$ cat config.mk
export PLATFORM = sky130hd
export DESIGN_NAME = rst_cause_keeper
export DESIGN_NICKNAME = d
export VERILOG_FILES = /design/src/rtl/rck_pkg.sv /design/src/rtl/rck_sync.sv /design/src/rtl/rck_cause_reg.sv /design/src/rtl/rck_key_ctrl.sv /design/src/rtl/rst_cause_keeper.sv
export SDC_FILE = /design/constraint.sdc
export NUM_CORES = 1
export LEC_CHECK = 0
export BUFFER_PORTS_ARGS = -buffer_cell sky130_fd_sc_hd__buf_4
export CAP_MARGIN = 25
export CORE_MARGIN = 5
export CORE_UTILIZATION = 37
export DETAILED_ROUTE_END_ITERATION = 8
export GPL_ROUTABILITY_DRIVEN = 0
export HOLD_SLACK_MARGIN = 0.1
export PLACE_DENSITY = 0.72
export SLEW_MARGIN = 20
export SYNTH_ARGS = -nofsm -noshare
export SYNTH_HDL_FRONTEND = slang
export SYNTH_HIERARCHICAL = 1
export SYNTH_SLANG_ARGS = --single-unit
$ cat constraint.sdc
create_clock -name clk -period 1.31 [get_ports clk]
set_input_delay 0.131 -clock clk [delete_from_list [all_inputs] [get_ports clk]]
set_output_delay 0.131 -clock clk [all_outputs]
set_load 0.005 [all_outputs]
$ cat src/rtl/rck_pkg.sv
// Package: register addresses, key bytes and bus width shared by the
// reset-cause keeper modules. Assumes a 2-bit register address space.
package rck_pkg;
    localparam int          DW          = 8;
    localparam logic [1:0]  ADDR_STATUS = 2'd0;
    localparam logic [1:0]  ADDR_STAGE  = 2'd1;
    localparam logic [1:0]  ADDR_KEY    = 2'd2;
    localparam logic [1:0]  ADDR_ACTIVE = 2'd3;
    localparam logic [7:0]  KEY_CLEAR   = 8'h71;
    localparam logic [7:0]  KEY_PINMODE = 8'hB2;
    localparam logic [1:0]  GEAR_FC4    = 2'b00;
endpackage

$ cat src/rtl/rck_sync.sv
// Module: multi-flop synchronizer for the asynchronous reset pin.
// Assumes the pin idles high; power-on reset presets every stage to 1
// so that no spurious pin reset appears after power-up.
module rck_sync #(
    parameter int STAGES = 2
) (
    input  logic clk,
    input  logic por_n,
    input  logic din,
    output logic dout
);
    logic [STAGES-1:0] stage_q;

    // Shift the pin level through the synchronizer chain.
    always_ff @(posedge clk) begin
        if (!por_n) stage_q <= '1;
        else        stage_q <= {stage_q[STAGES-2:0], din};
    end

    assign dout = stage_q[STAGES-1];
endmodule

$ cat src/rtl/rck_cause_reg.sv
// Module: sticky reset-cause flags. One bit per internal request.
// The flags are cleared by power-on, by an active pin reset, or by a
// committed software clear. A request on the same edge as a software
// clear still leaves its own flag set.
module rck_cause_reg #(
    parameter int N_SRC = 4
) (
    input  logic             clk,
    input  logic             por_n,
    input  logic             pin_rst,
    input  logic             sw_clear,
    input  logic [N_SRC-1:0] req,
    output logic [N_SRC-1:0] flags
);
    logic [N_SRC-1:0] kept;

    // Keep the old flags unless a software clear is being committed.
    always_comb kept = sw_clear ? '0 : flags;

    // Update the flag register.
    always_ff @(posedge clk) begin
        if (!por_n)       flags <= '0;
        else if (pin_rst) flags <= '0;
        else              flags <= kept | req;
    end
endmodule

$ cat src/rtl/rck_key_ctrl.sv
// Module: staged control bits and their keyed commit.
// Assumes single-cycle bus writes. A key write is honoured only in
// normal mode with gear fc/4. The clear stage bit drops after its commit.
module rck_key_ctrl
    import rck_pkg::*;
(
    input  logic          clk,
    input  logic          por_n,
    input  logic          bus_we,
    input  logic [1:0]    bus_addr,
    input  logic [DW-1:0] bus_wdata,
    input  logic          mode_normal,
    input  logic [1:0]    gear_sel,
    output logic          stage_clr,
    output logic          stage_dis,
    output logic          active_dis,
    output logic          clear_commit
);
    logic key_ok;
    logic key_wr;
    logic dis_commit;

    // Decode which key, if any, is accepted in this cycle.
    always_comb begin
        key_ok       = mode_normal && (gear_sel == GEAR_FC4);
        key_wr       = bus_we && (bus_addr == ADDR_KEY) && key_ok;
        clear_commit = key_wr && (bus_wdata == KEY_CLEAR) && stage_clr;
        dis_commit   = key_wr && (bus_wdata == KEY_PINMODE);
    end

    // Staging register: written by software, clear bit self-clears on commit.
    always_ff @(posedge clk) begin
        if (!por_n) begin
            stage_clr <= 1'b0;
            stage_dis <= 1'b0;
        end else if (bus_we && (bus_addr == ADDR_STAGE)) begin
            stage_clr <= bus_wdata[0];
            stage_dis <= bus_wdata[1];
        end else if (clear_commit) begin
            stage_clr <= 1'b0;
        end
    end

    // Active pin mode: loaded from the staged bit on a valid pin-mode key.
    always_ff @(posedge clk) begin
        if (!por_n)          active_dis <= 1'b0;
        else if (dis_commit) active_dis <= stage_dis;
    end
endmodule

$ cat src/rtl/rst_cause_keeper.sv
// Module: top of the reset-cause keeper. It records internal reset
// causes, manages the pin mode under keyed commits and merges all
// reset sources into one chip reset. Assumes N_SRC <= bus width.
module rst_cause_keeper
    import rck_pkg::*;
#(
    parameter int N_SRC       = 4,
    parameter int SYNC_STAGES = 2
) (
    input  logic             clk,
    input  logic             por_n,
    input  logic             bus_we,
    input  logic [1:0]       bus_addr,
    input  logic [DW-1:0]    bus_wdata,
    output logic [DW-1:0]    bus_rdata,
    input  logic [N_SRC-1:0] int_rst_req,
    input  logic             ext_rst_pin_n,
    input  logic             mode_normal,
    input  logic [1:0]       gear_sel,
    output logic             chip_rst_n,
    output logic             port_in
);
    logic             pin_sync;
    logic             pin_rst;
    logic             stage_clr;
    logic             stage_dis;
    logic             active_dis;
    logic             clear_commit;
    logic [N_SRC-1:0] flags;

    rck_sync #(.STAGES(SYNC_STAGES)) u_sync (
        .clk   (clk),
        .por_n (por_n),
        .din   (ext_rst_pin_n),
        .dout  (pin_sync)
    );

    rck_key_ctrl u_key (
        .clk          (clk),
        .por_n        (por_n),
        .bus_we       (bus_we),
        .bus_addr     (bus_addr),
        .bus_wdata    (bus_wdata),
        .mode_normal  (mode_normal),
        .gear_sel     (gear_sel),
        .stage_clr    (stage_clr),
        .stage_dis    (stage_dis),
        .active_dis   (active_dis),
        .clear_commit (clear_commit)
    );

    rck_cause_reg #(.N_SRC(N_SRC)) u_cause (
        .clk      (clk),
        .por_n    (por_n),
        .pin_rst  (pin_rst),
        .sw_clear (clear_commit),
        .req      (int_rst_req),
        .flags    (flags)
    );

    // Pin reset and port value from the synchronized pin and the active mode.
    always_comb begin
        pin_rst = !active_dis && !pin_sync;
        port_in = active_dis ? pin_sync : 1'b1;
    end

    // Merge every reset source into the chip reset.
    always_comb chip_rst_n = por_n && !pin_rst && !(|int_rst_req);

    // Combinational read mux.
    always_comb begin
        bus_rdata = '0;
        case (bus_addr)
            ADDR_STATUS: bus_rdata[N_SRC-1:0] = flags;
            ADDR_STAGE:  bus_rdata[1:0]       = {stage_dis, stage_clr};
            ADDR_ACTIVE: bus_rdata[0]         = active_dis;
            default:     bus_rdata            = '0;
        endcase
    end
endmodule

=== Word-level counts from Yosys, hierarchy flattened ===
Cells that the tools add are included.

* Input bits: 21
* Register bits: 9
* Output and inout bits: 10
* Logic and storage cells: 38

* Reduce and logical (&&, ||, !) cells: 19
* Mux-type cells: 7
* Bitwise gates (word level): 2
* Eq/ne operators: 5

{| class="wikitable"
|+ Operator list
! operator !! number
|-
| logical AND 1 bit || 10
|-
| equality test 8 x 7 -> 1 bit (second input constant) || 1
|-
| equality test 8 bit (second input constant) || 1
|-
| equality test 2 bit (second input constant) || 2
|-
| zero test 1 bit || 4
|-
| zero test 2 bit || 2
|-
| two-way mux 4 bit || 1
|-
| bitwise OR 4 bit || 1
|-
| OR reduction 4 bit || 1
|-
| two-way mux 1 bit || 3
|-
| one-hot mux 1 bit (3 select lines) || 1
|-
| equality test 2 x 1 -> 1 bit (second input constant) || 1
|-
| two-way mux 2 bit || 1
|-
| one-hot mux 1 bit (2 select lines) || 1
|-
| nonzero test 2 bit || 1
|-
| OR reduction 2 bit || 1
|-
| inverter 1 bit || 1
|}

=== Longest topological paths before layout ===
Gate-level depths: netlist of the first run.

* Depth after elaboration: 7
* Depth in mapped cells: 4
* Gate-level depth less buffers: 4

=== By module ===
The synthesis of the first run kept the hierarchy.

{| class="wikitable"
|+ By module, submodules not included
! module !! area each (um2) !! sequential area each (um2) !! times used !! cells an instance
|-
| rck_key_ctrl || 201.4 || 60.1 || 1 || 20
|-
| rck_cause_reg || 165.2 || 80.1 || 1 || 17
|-
| rst_cause_keeper || 112.6 || 0.0 || 1 || 16
|-
| rck_sync || 52.6 || 40.0 || 1 || 4
|}

=== Least setup slack after synthesis of the first run ===
OpenSTA, ideal clock, no wires.

* Path kind: input port to flip-flop
* From: in bus_addr[0]
* To: reg u_cause.flags[2]
* Required time: 1.197 ns
* Setup slack: -0.068 ns
* Path buffers: 0
* Stages: 4
* Setup time: 0.113 ns
* Arrival: 1.265 ns
* Path through: or4b_4 nor4_2 nand2b_4 a21oi_2

* Cells in the longest elaborated chain, start to end: 7

{| class="wikitable"
|+ RTL lines
! item !! RTL line !! RTL
|-
| from (decl) || rst_cause_keeper.sv:13 || <nowiki>input logic [1:0] bus_addr,</nowiki>
|-
| equality test 2 bit || rck_key_ctrl.sv:26 || <nowiki>key_wr = bus_we && (bus_addr == ADDR_KEY) && key_ok;</nowiki>
|-
| logical AND 1 bit (2 in a row) || rck_key_ctrl.sv:26 ||
|-
| logical AND 1 bit (2 in a row) || rck_key_ctrl.sv:27 || <nowiki>clear_commit = key_wr && (bus_wdata == KEY_CLEAR) && stage_clr;</nowiki>
|-
| net clear_commit || rst_cause_keeper.sv:28 || <nowiki>logic clear_commit;</nowiki>
|-
| two-way mux 4 bit || rck_cause_reg.sv:18 || <nowiki>always_comb kept = sw_clear ? '0 : flags;</nowiki>
|-
| bitwise OR 4 bit || rck_cause_reg.sv:24 || <nowiki>else flags <= kept | req;</nowiki>
|-
| to (signal assigned) || rck_cause_reg.sv:24 ||
|-
| to (decl) || rck_cause_reg.sv:13 || <nowiki>output logic [N_SRC-1:0] flags</nowiki>
|}

The timed path passes the listed nets, and every way through them passes these cells.
A chain may end at the register's enable or synchronous reset.

=== Worst setup path in the final report of the first run ===
* From: in bus_wdata[2]
* To: reg u_cause.flags[2]

* Cells in the longest elaborated chain, start to end: 5

{| class="wikitable"
|+ RTL lines
! item !! RTL line !! RTL
|-
| from (decl) || rst_cause_keeper.sv:14 || <nowiki>input logic [DW-1:0] bus_wdata,</nowiki>
|-
| equality test 8 x 7 -> 1 bit || rck_key_ctrl.sv:27 ||
|-
| logical AND 1 bit (2 in a row) || rck_key_ctrl.sv:27 ||
|-
| net clear_commit || rst_cause_keeper.sv:28 ||
|-
| two-way mux 4 bit || rck_cause_reg.sv:18 ||
|-
| bitwise OR 4 bit || rck_cause_reg.sv:24 ||
|}

The timed path passes the listed nets, and every way through them passes these cells.

==> flow_summary.yaml, run 1 <==
run_status:
  status: "complete, no violations"
global_route:
  grt_max_degree: 10
  grt_pass1_wl_um: 1870
  grt_pass1_vias: 477
  track_usage_pct: 11.8
  grt_overflow: 0
  antenna_found_initial: 0
clock_network:
  cts_root_buffer: "clkbuf_4"
  clkTransAtPathRegs_ns: 0.06
  cts_buffer_depth: 2
  clk_latency_ns: 0.25
  cts_sinks: 9
  postCtsSetupBuffers: 0
  cts_tree: "yes"
  htreeDepth: 1
  cts_buffers: 3
setup_path:
  end_kind: "register"
  reg2reg_to: "u_cause/flags[2]$_SDFF_PP0_"
  r2r-start: "u_key/stage_clr$_SDFFE_PN0P_"
  worst-path-max-fanout: 5
  r2r_slack_ns: 0.15
  crit_required_ns: 1.46
  reg2regPathDepth: 4
  start_kind: "input pin"
  critPathKind: "in -> reg"
  cp_data_arrival_time_ns: 1.40
power:
  combPwrFrac_pct: 20.4
  ir_worst_vdd_v: 0.000600
  sw_frac_of_total_pct: 23.8
  p_leak_nw: 0.381
  power_switching_uw: 150
  internal_power_uw: 481
  power_density_nw_per_um2: 786
  totalPowerFinal_uw: 631
  power_frac_seq_pct: 46.9
  clock_power_share_pct: 32.7
timing:
  final_max_slew_viol_count: 0
  finalCritPeriodShare_pct: 95.3
  rsz0062_at_grt: "false"
  finalClockSkew_ns: 0.00101
  finalSetupViolCount: 0
  fmax_ghz: 0.801
  min_period_ns: 1.25
  finalHoldViolCount: 0
cells_and_area:
  drive_above_1_share_pct: 46.2
  area_growth_pct: 51.1
  filler_cell_count: 140
  finalCoreUtilization_pct: 60.2
  num-nets-final: 113
  antenna-diode-count: 0
floorplanning:
  rows: 13
  dieWidth_um: 47.9
  start_util_pct: 39.9
  core-area_um2: 1330
  ios: 31
  die_area_um2: 2300
  die_height_um: 47.9
worst_hold_path:
  min_to: "u_cause/flags[1]$_SDFF_PP0_"
  min_from: "int_rst_req[1]"
  min_path_cells: 3
  hold_class: "in -> reg"
synth:
  synth-seq-area-share_pct: 33.9
  ys_ff_latch: 9
  syn_inst: 57
  yosys_warnings: 6
  synth_area_um2: 532
  syn_avg_cell_area_um2: 9.33
  yosys.cell_types.count: 23
detailed_routing:
  vias: 495
  drc_errors: 0
  wl_per_cell_um: 11.6
  first_iter_violations: 0
  drt-pass1-iter-count: 1
  ant_nets: 0
  routed_wl_um: 1230
  vias_per_cell: 4.67
placement:
  dpl.hpwl_um: 1050
  numPortBuffers: 26
flow_run:
  maxCapViolCount: 0
==> power groups by stage <==
stage	Sequential, mW	Combinational (mW)	Clock (mW)
final	0.296	0.129	0.206
after detailed placement	0.302	0.127	0
after global routing	0.298	0.142	0.222
after global placement	0.302	0.125	0
after floorplan	0.300	0.0558	0
after CTS	0.296	0.130	0.214
==> cell families (layout without fill, tap and decap cells) <==
logic type	count (synthesis)	after routing	synth area share, %
DFF	9	9	33.9
muxes	4	4	7.53
other	1	4	0.705
buffers and inverters	8	39	8.47
and+or+nand+nor	29	29	42.8
AOI/OAI and AO/OA	6	6	6.59
==> metrics by stage <==
| stage | cell area, um^2 | std cells | hold WS (ns) | setup TNS (ns) | worst slack (ns) |
|---|---|---|---|---|---|
| after detailed placement | 766 | 101 | 0.318 | -0.971 | -0.201 |
| after CTS | 803 | 106 | 0.116 | 0 | 0.0566 |
| after global routing | 803 | 106 | 0.132 | 0 | 0.0248 |
| after floorplan | 552 | 60 | 0.204 | -0.0171 | -0.0171 |
| after global placement | 766 | 101 | 0.320 | -0.973 | -0.202 |
| final | 803 | 106 | 0.120 | 0 | 0.0618 |
==> worst max-delay path, cell delays in order <==
cell,delay (ns)
buf_4,0.11
or4bb_4,0.56
nor4_4,0.37
nand2b_4,0.19
a21oi_2,0.04
==> sequential cells by signal, summed over array words and instances (netlist names) <==
register / flops
u_cause/flags: 4
u_key/active_dis: 1
u_key/stage_clr: 1
u_key/stage_dis: 1
u_sync/stage_q: 2
==> repair_timing <==
item / in CTS / in global routing
hold buffers: 1 / 0
hold endpoints to repair: 1 / 0
resized for setup: 0 / 0
==> worst max path at each step <==
| stage | start | endpoint | slack, ns | cells after the start |
|---|---|---|---|---|
| after detailed placement | bus_wdata[2] | u_cause/flags[2]$_SDFF_PP0_ | -0.20 | 5 |
| after global placement | bus_wdata[2] | u_cause/flags[2]$_SDFF_PP0_ | -0.20 | 5 |
| after global routing | bus_wdata[2] | u_cause/flags[2]$_SDFF_PP0_ | 0.02 | 5 |
| after CTS | bus_wdata[2] | u_cause/flags[2]$_SDFF_PP0_ | 0.06 | 5 |
| final | bus_wdata[2] | u_cause/flags[2]$_SDFF_PP0_ | 0.06 | 5 |
| after floorplan | bus_wdata[2] | u_cause/flags[2]$_SDFF_PP0_ | -0.02 | 4 |
==> cell usage after synthesis <==
library cell,count,share of area [%]
nand3_1,3,2.8
or4bb_1,2,4.2
nor4_2,2,4.7
or4b_1,1,1.9
a21oi_1,3,2.8
nand2_1,4,2.8
or4b_4,1,2.6
or4bb_4,1,2.8
o22ai_1,1,1.2
nand2b_1,6,7.1
nor3_2,1,1.9
nor2_1,2,1.4
o21ai_0,1,0.94
dfxtp_1,9,34
inv_1,4,2.8
a21oi_2,1,1.6
conb_1,1,0.71
mux2i_1,4,7.5
nor2b_1,1,1.2
nand3b_1,1,1.4
nand2b_4,2,5.2
nor3b_1,2,2.8
buf_4,4,5.6
==> metal layers <==
metal  global-route usage, %  share of wire [%]  up-vias  wire (um)
met5                       0                  0        -          0
met4                    8.06                1.8        0         22
met3                    2.26                 11        2        141
met2                    19.0                 48       22        586
met1                    14.0                 39      211        477
li1                        -                  -      260          -
==> final cells by class <==
| type | count | area [um^2] | share of cell area [%] |
|---|---|---|---|
| Clock buffer | 3 | 22.5 | 2.80 |
| Sequential cell | 9 | 180 | 22.4 |
| Inverter | 4 | 15.0 | 1.87 |
| Tap cell | 15 | 18.8 | 2.34 |
| Clock inverter | 1 | 5.00 | 0.623 |
| Multi-Input combinational cell | 43 | 327 | 40.7 |
| Timing Repair Buffer | 31 | 235 | 29.3 |
==> placed cells by master (no fill, tap or decap), types with 3 or more instances in the layout <==
cell / Yosys / layout
nand2_1: 4 / 4
nand3_1: 3 / 3
nand2b_1: 6 / 6
clkbuf_4: 0 / 3
inv_1: 4 / 4
conb_1: 1 / 4
a21oi_1: 3 / 3
buf_4: 4 / 30
mux2i_1: 4 / 4
dfxtp_1: 9 / 9
No activity file was read; power rests on OpenSTA's default activity.
==> run 2, diff against run 1 <==
Settings changed: RECOVER_POWER from default to 100.
==> run 2 against run 1 <==
Setup slack gained 0.032 ns. Critical path type unchanged. Critical path depth is the same. Register-to-register slack better by 0.02 ns. Clock-buffer cell count unchanged. First-iteration DRC count rose by 1. Sequential power barely moved. Clock power about the same. Die area did not move.
==> flow_summary.yaml, run 2 (synthesized netlist as in run 1, its figures left out) <==
power:
  power_switching_uw: 149
  combPwrFrac_pct: 19.9
  internal_power_uw: 478
  totalPowerFinal_uw: 626
  p_leak_nw: 0.375
  power_frac_seq_pct: 47.1
  clock_power_share_pct: 33.0
  power_density_nw_per_um2: 797
  sw_frac_of_total_pct: 23.8
  ir_worst_vdd_v: 0.000599
flow_run:
  maxCapViolCount: 0
clock_network:
  cts_buffer_depth: 2
  htreeDepth: 1
  cts_sinks: 9
  clk_latency_ns: 0.25
  cts_resized: 0
  cts_tree: "yes"
  cts_root_buffer: "clkbuf_4"
  cts_buffers: 3
  hold_buffers: 1
  clkTransAtPathRegs_ns: 0.06
  postCtsSetupBuffers: 0
run_status:
  status: "complete, no violations"
detailed_routing:
  ant_nets: 0
  first_iter_violations: 1
  drt-pass1-iter-count: 2
  drc_errors: 0
  wl_per_cell_um: 11.6
  vias: 496
  routed_wl_um: 1230
  vias_per_cell: 4.68
cells_and_area:
  antenna-diode-count: 0
  layout_common_cells: "buf_4 (24), dfxtp_1 (9), clkbuf_4 (8), nand2b_1 (7)"
  num-nets-final: 113
  filler_cell_count: 144
  largest_register: "u_cause/flags"
  reg_top3: "u_cause/flags: 4 flops, u_sync/stage_q: 2 flops"
  final-instance-count-excl-fill: 106
  area_growth_pct: 47.8
  final_common_cell: "buf_4"
  largest_reg_flops: 4
  drive_above_1_share_pct: 42.9
timing:
  min_period_ns: 1.22
  fmax_ghz: 0.822
  finalSetupViolCount: 0
  rsz0062_at_grt: "false"
  finalClockSkew_ns: 0.00112
  finalCritPeriodShare_pct: 92.8
  finalHoldViolCount: 0
  holdWs_ns: 0.120
  final_max_slew_viol_count: 0
worst_hold_path:
  hold_class: "in -> reg"
  min_from: "int_rst_req[1]"
global_route:
  grt_pass1_wl_um: 1870
  grt_max_degree: 10
  grt_pass1_vias: 477
  track_usage_pct: 11.8
  grt_overflow: 0
  antenna_found_initial: 0
setup_path:
  r2r-start: "u_key/stage_clr$_SDFFE_PN0P_"
  worstSetupStartpoint: "bus_wdata[2]"
  worst-path-max-fanout: 5
  critPathKind: "in -> reg"
  end_kind: "register"
  cp_data_arrival_time_ns: 1.36
  start_kind: "input pin"
  crit_required_ns: 1.46
floorplanning:
  dieWidth_um: 47.9
  ios: 31
  die_area_um2: 2300
  start_util_pct: 39.9
  die_height_um: 47.9
  core-area_um2: 1330
  rows: 13
placement:
  numPortBuffers: 26
  dpl.hpwl_um: 1050
  place_inst: 101
run 2: changes by cell type in the layout (fill, tap and decap cells not counted), sizes merged:
| cell | delta |
|---|---|
| clkbuf | +6 |
| buf | -6 |
run 2: worst paths after layout:
check,to,slack (ns),depth (start not counted)
worst max-delay path,u_cause/flags[2]$_SDFF_PP0_,0.09,5
worst min-delay path,u_cause/flags[1]$_SDFF_PP0_,0.12,3
worst max register to register,u_cause/flags[2]$_SDFF_PP0_,0.17,4
worst min register to register,u_sync/stage_q[1]$_SDFF_PN1_,0.41,1
run 2: area by class of cell:
class / count / area [um^2] / area share, %
tap: 15 / 18.8 / 2.39
inverter: 4 / 15.0 / 1.91
multi-input combinational: 43 / 313 / 39.8
sequential: 9 / 180 / 22.9
clock inverter: 1 / 5.00 / 0.637
clock buffer: 3 / 22.5 / 2.87
timing repair buffer: 31 / 231 / 29.5
run 2: power groups by stage:
| stage | combinational, mW | clock [mW] | sequential, mW |
|---|---|---|---|
| floorplan | 0.0558 | 0 | 0.300 |
| global placement | 0.125 | 0 | 0.302 |
| detailed placement | 0.127 | 0 | 0.302 |
| CTS | 0.130 | 0.214 | 0.296 |
| global route | 0.138 | 0.222 | 0.297 |
| finish | 0.125 | 0.207 | 0.295 |
run 2: worst max-delay path, stage by stage:
cell and delay [ns]:
clkbuf_4 0.11, or4bb_4 0.55, nor4_4 0.35, nand2b_1 0.17, a21oi_2 0.05
run 2: metal layers:
| layer | wire, um | share of wire (%) | vias up | global-route usage (%) |
|---|---|---|---|---|
| met5 | 0 | 0 | - | 0 |
| met3 | 136 | 11 | 2 | 2.26 |
| met2 | 588 | 48 | 22 | 19.0 |
| met4 | 23 | 1.9 | 0 | 8.06 |
| li1 | - | - | 260 | - |
| met1 | 486 | 39 | 212 | 14.0 |
run 2: through the flow:
stage / util (%) / TNS, ns / setup slack, ns / area [um^2]
after floorplan: - / -0.0171 / -0.0171 / 552
after global placement: 57.4 / -0.973 / -0.202 / 766
after detailed placement: 57.4 / -0.971 / -0.201 / 766
after CTS: 60.2 / 0 / 0.0566 / 803
after global routing: 58.9 / 0 / 0.0429 / 786
final: 58.9 / 0 / 0.0939 / 786
